==> src/rtl/gpio_irq_pkg.sv <==
package gpio_irq_pkg;
  localparam int unsigned DATA_W = 32;

  // byte offsets; software depends on these
  localparam logic [7:0] OFF_LEVEL  = 8'h00;
  localparam logic [7:0] OFF_DIR    = 8'h04;
  localparam logic [7:0] OFF_EN     = 8'h08;
  localparam logic [7:0] OFF_STAT   = 8'h0C;
  localparam logic [7:0] OFF_PEND   = 8'h10;
  localparam logic [7:0] OFF_CLR    = 8'h14;
  localparam logic [7:0] OFF_KIND   = 8'h18;
  localparam logic [7:0] OFF_POL    = 8'h1C;
  localparam logic [7:0] OFF_VER    = 8'h20;
  localparam logic [7:0] OFF_BOTH   = 8'h24;

  localparam int unsigned BOTH_MIN_VERSION = 3;
endpackage

==> src/rtl/gpio_sync.sv <==
module gpio_sync #(
  parameter int unsigned N = 32
) (
  input  logic         clk_i,
  input  logic         rst_ni,
  input  logic [N-1:0] pin_i,
  output logic [N-1:0] sync_o,
  output logic [N-1:0] prev_o
);
  for (genvar i = 0; i < N; i++) begin : g_pin
    logic meta_q, sync_q, prev_q;
    always_ff @(posedge clk_i or negedge rst_ni) begin
      if (!rst_ni) begin
        meta_q <= 1'b0;
        sync_q <= 1'b0;
        prev_q <= 1'b0;
      end else begin
        meta_q <= pin_i[i];
        sync_q <= meta_q;
        prev_q <= sync_q;
      end
    end
    assign sync_o[i] = sync_q;
    assign prev_o[i] = prev_q;
  end
endmodule

==> src/rtl/gpio_evt_status.sv <==
module gpio_evt_status #(
  parameter int unsigned N = 32
) (
  input  logic         clk_i,
  input  logic         rst_ni,
  input  logic [N-1:0] sync_i,
  input  logic [N-1:0] prev_i,
  input  logic [N-1:0] kind_i,   // 1 edge, 0 level
  input  logic [N-1:0] pol_i,    // 1 high/rising, 0 low/falling
  input  logic [N-1:0] both_i,
  input  logic [N-1:0] clr_i,
  output logic [N-1:0] status_o
);
  logic [N-1:0] evt;
  logic [N-1:0] status_q;

  for (genvar i = 0; i < N; i++) begin : g_evt
    logic rise, fall;
    assign rise = sync_i[i] & ~prev_i[i];
    assign fall = ~sync_i[i] & prev_i[i];
    always_comb begin
      if (!kind_i[i])      evt[i] = pol_i[i] ? sync_i[i] : ~sync_i[i];
      else if (both_i[i])  evt[i] = rise | fall;
      else                 evt[i] = pol_i[i] ? rise : fall;
    end
  end

  // edge events override a clear; level events lose it for one cycle
  always_ff @(posedge clk_i or negedge rst_ni) begin
    if (!rst_ni) status_q <= '0;
    else         status_q <= (status_q & ~clr_i) | (evt & (kind_i | ~clr_i));
  end

  assign status_o = status_q;

  a_r7_clear_drops: assert property (@(posedge clk_i) disable iff (!rst_ni)
    1'b1 |=> ((status_q & $past(clr_i & ~evt)) == '0));

  a_r7_sticky: assert property (@(posedge clk_i) disable iff (!rst_ni)
    1'b1 |=> ((~status_q & $past(status_q & ~clr_i)) == '0));

  a_r8_edge_wins: assert property (@(posedge clk_i) disable iff (!rst_ni)
    1'b1 |=> ((status_q & $past(evt & kind_i)) == $past(evt & kind_i)));
endmodule

==> src/rtl/gpio_irq_regs.sv <==
module gpio_irq_regs
  import gpio_irq_pkg::*;
#(
  parameter int unsigned N       = 32,
  parameter int unsigned VERSION = 3,
  parameter int unsigned ADDR_W  = 6
) (
  input  logic              clk_i,
  input  logic              rst_ni,
  input  logic              req_i,
  input  logic              we_i,
  input  logic [ADDR_W-1:0] addr_i,
  input  logic [DATA_W-1:0] wdata_i,
  output logic [DATA_W-1:0] rdata_o,
  input  logic [N-1:0]      sync_i,
  input  logic [N-1:0]      status_i,
  output logic [N-1:0]      val_o,
  output logic [N-1:0]      dir_o,
  output logic [N-1:0]      en_o,
  output logic [N-1:0]      kind_o,
  output logic [N-1:0]      pol_o,
  output logic [N-1:0]      both_o,
  output logic [N-1:0]      clr_o
);
  localparam logic [DATA_W-1:0] VER_WORD = DATA_W'(VERSION);

  function automatic logic [DATA_W-1:0] pad(input logic [N-1:0] v);
    logic [DATA_W-1:0] r;
    r = '0;
    r[N-1:0] = v;
    return r;
  endfunction

  function automatic logic hit(input logic [ADDR_W-1:0] a, input logic [7:0] off);
    return a == ADDR_W'(off);
  endfunction

  logic aligned, wr, rd;
  logic [N-1:0] wbits;
  logic [N-1:0] val_q, dir_q, en_q, kind_q, pol_q, both_q;
  logic [DATA_W-1:0] rd_mux;

  assign aligned = (addr_i[1:0] == 2'b00);
  assign wr      = req_i & we_i & aligned;
  assign rd      = req_i & ~we_i & aligned;
  assign wbits   = wdata_i[N-1:0];

  always_ff @(posedge clk_i or negedge rst_ni) begin
    if (!rst_ni) begin
      val_q  <= '0;
      dir_q  <= '1;
      en_q   <= '0;
      kind_q <= '0;
      pol_q  <= '0;
    end else if (wr) begin
      if (hit(addr_i, OFF_LEVEL)) val_q  <= wbits;
      if (hit(addr_i, OFF_DIR))   dir_q  <= wbits;
      if (hit(addr_i, OFF_EN))    en_q   <= wbits;
      if (hit(addr_i, OFF_KIND))  kind_q <= wbits;
      if (hit(addr_i, OFF_POL))   pol_q  <= wbits;
    end
  end

  if (VERSION >= BOTH_MIN_VERSION) begin : g_both
    always_ff @(posedge clk_i or negedge rst_ni) begin
      if (!rst_ni)                         both_q <= '0;
      else if (wr && hit(addr_i, OFF_BOTH)) both_q <= wbits;
    end
  end else begin : g_no_both
    assign both_q = '0;
  end

  assign clr_o = (wr && hit(addr_i, OFF_CLR)) ? wbits : '0;

  always_comb begin
    rd_mux = '0;
    if (hit(addr_i, OFF_LEVEL)) rd_mux = pad((dir_q & sync_i) | (~dir_q & val_q));
    if (hit(addr_i, OFF_DIR))   rd_mux = pad(dir_q);
    if (hit(addr_i, OFF_EN))    rd_mux = pad(en_q);
    if (hit(addr_i, OFF_STAT))  rd_mux = pad(status_i);
    if (hit(addr_i, OFF_PEND))  rd_mux = pad(status_i & en_q);
    if (hit(addr_i, OFF_KIND))  rd_mux = pad(kind_q);
    if (hit(addr_i, OFF_POL))   rd_mux = pad(pol_q);
    if (hit(addr_i, OFF_VER))   rd_mux = VER_WORD;
    if (hit(addr_i, OFF_BOTH))  rd_mux = pad(both_q);
  end

  always_ff @(posedge clk_i or negedge rst_ni) begin
    if (!rst_ni)  rdata_o <= '0;
    else if (rd)  rdata_o <= rd_mux;
  end

  assign val_o  = val_q;
  assign dir_o  = dir_q;
  assign en_o   = en_q;
  assign kind_o = kind_q;
  assign pol_o  = pol_q;
  assign both_o = both_q & kind_q;

  a_r11_version_const: assert property (@(posedge clk_i) disable iff (!rst_ni)
    (rd && hit(addr_i, OFF_VER)) |=> (rdata_o == VER_WORD));

  a_r11_clr_reads_zero: assert property (@(posedge clk_i) disable iff (!rst_ni)
    (rd && hit(addr_i, OFF_CLR)) |=> (rdata_o == '0));
endmodule

==> src/rtl/gpio_irq_ctrl.sv <==
module gpio_irq_ctrl
  import gpio_irq_pkg::*;
#(
  parameter int unsigned NUM_PINS = 32,
  parameter int unsigned VERSION  = 3,
  parameter int unsigned ADDR_W   = 6
) (
  input  logic              clk_i,
  input  logic              rst_ni,
  input  logic              bus_req_i,
  input  logic              bus_we_i,
  input  logic [ADDR_W-1:0] bus_addr_i,
  input  logic [DATA_W-1:0] bus_wdata_i,
  output logic [DATA_W-1:0] bus_rdata_o,
  input  logic [NUM_PINS-1:0] pin_i,
  output logic [NUM_PINS-1:0] pin_o,
  output logic [NUM_PINS-1:0] pin_oe_o,
  output logic                irq_o
);
  logic [NUM_PINS-1:0] sync, prev, status;
  logic [NUM_PINS-1:0] val, dir, en, kind, pol, both, clr;

  gpio_sync #(.N(NUM_PINS)) u_sync (
    .clk_i, .rst_ni, .pin_i, .sync_o(sync), .prev_o(prev)
  );

  gpio_evt_status #(.N(NUM_PINS)) u_evt (
    .clk_i, .rst_ni,
    .sync_i(sync), .prev_i(prev),
    .kind_i(kind), .pol_i(pol), .both_i(both), .clr_i(clr),
    .status_o(status)
  );

  gpio_irq_regs #(.N(NUM_PINS), .VERSION(VERSION), .ADDR_W(ADDR_W)) u_regs (
    .clk_i, .rst_ni,
    .req_i(bus_req_i), .we_i(bus_we_i), .addr_i(bus_addr_i),
    .wdata_i(bus_wdata_i), .rdata_o(bus_rdata_o),
    .sync_i(sync), .status_i(status),
    .val_o(val), .dir_o(dir), .en_o(en), .kind_o(kind), .pol_o(pol),
    .both_o(both), .clr_o(clr)
  );

  assign pin_o    = val;
  assign pin_oe_o = ~dir;
  assign irq_o    = |(status & en);

  a_r10_irq_needs_enable: assert property (@(posedge clk_i) disable iff (!rst_ni)
    (en == '0) |-> !irq_o);
endmodule

==> config.mk <==
export PLATFORM = sky130hd
export DESIGN_NAME = gpio_irq_ctrl
export DESIGN_NICKNAME = d
export VERILOG_FILES = /design/src/rtl/gpio_irq_pkg.sv /design/src/rtl/gpio_sync.sv /design/src/rtl/gpio_evt_status.sv /design/src/rtl/gpio_irq_regs.sv /design/src/rtl/gpio_irq_ctrl.sv
export SDC_FILE = /design/constraint.sdc
export NUM_CORES = 1
export LEC_CHECK = 0
export BUFFER_PORTS_ARGS = -buffer_cell sky130_fd_sc_hd__buf_2
export CAP_MARGIN = 20
export CORE_ASPECT_RATIO = 1.4
export CORE_UTILIZATION = 40
export DETAILED_ROUTE_END_ITERATION = 6
export HOLD_SLACK_MARGIN = 0.1
export PLACE_DENSITY_LB_ADDON = 0.1
export SLEW_MARGIN = 20
export SYNTH_ARGS = -nofsm -noshare
export SYNTH_HDL_FRONTEND = slang
export SYNTH_SLANG_ARGS = --single-unit
==> constraint.sdc <==
create_clock -name clk_i -period 1.63 [get_ports clk_i]
set_clock_uncertainty 0.1 [all_clocks]
set_input_delay 0.0815 -clock clk_i [delete_from_list [all_inputs] [get_ports clk_i]]
set_output_delay 0.0815 -clock clk_i [all_outputs]
set_load 0.05 [all_outputs]
==> out/qor.yml <==
rsz0062_at_grt: "yes"
cpPeakStageDelay_ns: 0.59
fin_util_pct: 53.70
p_int_mw: 15.72
hpwl_um: 37350
synth_edf_count: 0
die_h_um: 245.5
path_buf_inv: 1
path_clk_slew_ns: 0.06
synth_area_sq_um: 16930
synth.avg_cell_area_sq_um: 11.50
die_w_um: 175.9
clockBufferDepth: 3
min_from: "bus_addr_i[4]"
syn_to_final_growth_pct: 31.62
worst_pin_slew_ns: 0.4208
status: "finished with violations"
synth_top_flop_cell: "dfrtp_1"
use_met1_pct: 31.77
die_area_sq_um: 43170
pin_count: 171
grt_overflow: 0
layout_setup_ws_ns: -0.6752
r2r_end: "u_regs.rdata_o[0]$_DFFE_PN0P_"
p_per_area_nw_per_um2: 962.6
rows: 88
synth_cells: 1473
drt_pass1_iterations: 6
antenna_found_initial: 1
holdWs_ns: 0.1318
switchingPower_mw: 5.738
r2r_start: "u_evt.status_o[0]$_DFF_PN0_"
drt-wirelength-per-cell_um: 22.01
grt_max_degree: 73
clock-root-buffer: "clkbuf_16"
cp-start-kind: "register"
finalWirelength_um: 54080
track_usage_pct: 25.61
slowest_stage: "or4_4"
cts_buffers: 39
worstHoldPathType: "input pin to register"
via_per_inst: 5.464
gr-usage-met3_pct: 3.788
seq_area_frac_synth_pct: 52.25
yosysTopAreaCell: "dfrtp_1"
worstPathArrival_ns: 2.12
drive_gt1_share_pct: 35.02
clock_power_share_pct: 42.9
report.final.slew_viol_count: 0
cp.depth: 4
grt_pass1_wl_um: 82850
nNetsFinal: 2025
via_count: 13430
async_flop_share_pct: 100.0
total_power_mw: 21.46
fmax_ghz: 0.4338
place_inst: 2286
crit_chain: "a22oi_1 > nand4_1 > or4_4 > buf_8"
hold_viol: 0
yosysWarningCount: 0
end_kind: "output pin"
grt_pass1_vias: 13980
portBuffers: 170
syn-num-nets: 1611
insertion_delay_ns: 0.55
final_antenna_net_count: 0
max-slew-margin-rel_pct: 71.95
synth_area_leaders: "dfrtp_1, mux2_2, dfstp_2, ha_1, o21ai_0"
cts_tree: "yes"
power_frac_seq_pct: 44.5
ff2ff_path_depth: 5
start_util_pct: 40.79
clock_sinks: 352
p_comb_share_pct: 12.6
p_sw_share_pct: 26.74
drt_iter0_drc: 753
r2r_slack_ns: 0.09
instances_no_fill: 2457
drc: 0
cap_viol_max_count: 0
place.gp.congestion: 0.8736
htreeDepth: 2
path_class: "register to output pin"
critPathTopFamily: "simple AND/OR/NAND/NOR gates"
grt_use_met2_pct: 44.44
violations: "negative setup slack"
required_ns: 1.45
min_to: "u_regs.rdata_o[30]$_DFFE_PN0P_"
period_share_pct: 141.4
synth.top_cell.area_share_pct: 47.29
setup_viol: 1
crit_fanout: 2
peakVddDrop_v: 0.0009069
top_usage_layer: "met2"
fin_crit_ns: 2.305
p_leak_nw: 10.46
synth.distinct_cells: 63
ys_ff_latch: 352
holdPathStages: 5
core_sq_um: 41510
[cells by family (layout without fill, tap and decap cells)]
kind of cell	Yosys count	after routing	synth area share [%]
buffers and inverters	190	633	4.744
and+or+nand+nor	229	229	6.347
adders and majority gates	64	64	4.729
other	0	1	0
AOI/OAI and AO/OA	371	371	14.74
muxes	234	234	15.48
xor gates and xnor gates	33	33	1.707
DFF	352	352	52.25
[metal layers]
layer,up-vias,share of wire (%)
li1,6147,-
met2,403,50
met4,0,3.6
met1,6765,41
met3,111,5.1
met5,-,0
[worst register-to-register path: stages (launching register included)]
cell      delay [ns]
dfrtp_1         0.39
buf_4           0.16
o31ai_1         0.26
a211oi_1        0.11
a311oi_1        0.31
o21ai_1         0.09
[registers in the layout (all words and copies together) (netlist names)]
register             count
u_sync.g_pin.sync_q     32
u_regs.both_q           32
u_regs.pol_o            32
u_regs.val_o            32
u_sync.g_pin.meta_q     32
u_evt.status_o          32
u_regs.dir_o            32
u_regs.en_o             32
u_regs.kind_o           32
u_sync.g_pin.prev_q     32
u_regs.rdata_o          32
[per-stage QoR]
step	instance area [sq um]	setup TNS [ns]	setup WS [ns]
global route	22290	-0.7466	-0.7466
CTS	22290	-0.7001	-0.7001
detailed placement	19890	-51.03	-0.3141
global placement	19890	-50.43	-0.3339
floorplan	17000	-2.505	-0.07645
finish	22290	-0.6752	-0.6752
[power groups by stage]
stage	Sequential, mW	Combinational, mW	Clock [mW]
2_1_floorplan	10.2	0.846	0
3_3_place_gp	9.69	2.46	0
3_5_place_dp	9.70	2.50	0
4_1_cts	9.54	2.73	9.43
5_1_grt	9.59	2.93	9.75
6_report	9.54	2.71	9.21
[timing repair]
item | 4_1_cts | 5_1_grt
buffers inserted | 0 | 0
endpoints found under the setup margin | 2 | 1
hold buffers | 100 | 0
endpoints found under the hold margin | 619 | 0
gates resized for setup | 11 | 0
pin swaps | 2 | 2
[cells in the mapped netlist, drive strengths merged, types with 18 or more instances]
cell      n
nand2   106
dfstp    32
xor2     32
buf      45
o211ai   45
dfrtp   320
clkbuf   33
a22oi    19
o21ai   101
a31oi    19
ha       64
nor2     70
mux2    223
a221oi   18
inv     112
a21oi    57
[placed cells by master, fill, tap and decap left out, drive strengths merged, types with 4 or more instances in the layout]
| cell type | n |
|---|---|
| xor2 | 32 |
| nand3 | 4 |
| nand4 | 5 |
| o2111ai | 12 |
| clkbuf | 59 |
| a21oi | 57 |
| mux2i | 11 |
| a211oi | 14 |
| a211o | 5 |
| and3 | 17 |
| a22oi | 19 |
| o31a | 13 |
| o221ai | 13 |
| ha | 64 |
| nand2 | 106 |
| a31oi | 19 |
| dfrtp | 320 |
| buf | 352 |
| clkinv | 6 |
| mux2 | 223 |
| a221oi | 18 |
| dlygate4sd3 | 99 |
| inv | 113 |
| o31ai | 17 |
| o21ai | 101 |
| nor2 | 70 |
| dfstp | 32 |
| a222oi | 11 |
| o2bb2ai | 14 |
| o211ai | 45 |
[worst max path at each step]
stage | start | end | slack [ns]
after global placement | bus_addr_i[0] | u_regs.rdata_o[15]$_DFFE_PN0P_ | -0.33
after floorplan | bus_addr_i[0] | u_regs.rdata_o[0]$_DFFE_PN0P_ | -0.08
after CTS | u_evt.status_o[4]$_DFF_PN0_ | irq_o | -0.70
final | u_evt.status_o[21]$_DFF_PN0_ | irq_o | -0.68
after detailed placement | bus_addr_i[0] | u_regs.rdata_o[2]$_DFFE_PN0P_ | -0.31
after global routing | u_regs.en_o[4]$_DFFE_PN0P_ | irq_o | -0.75
[area by class of cell]
type | instances | area, sq um
Antenna cell | 1 | 2.502
Clock buffer | 59 | 1204
Clock inverter | 11 | 138.9
Fill cell | 3673 | 19220
Inverter | 112 | 420.4
Multi-Input combinational cell | 931 | 7393
Sequential cell | 352 | 8848
Tap cell | 540 | 675.6
Timing Repair Buffer | 451 | 3606
(Power assumes the default switching activity.)
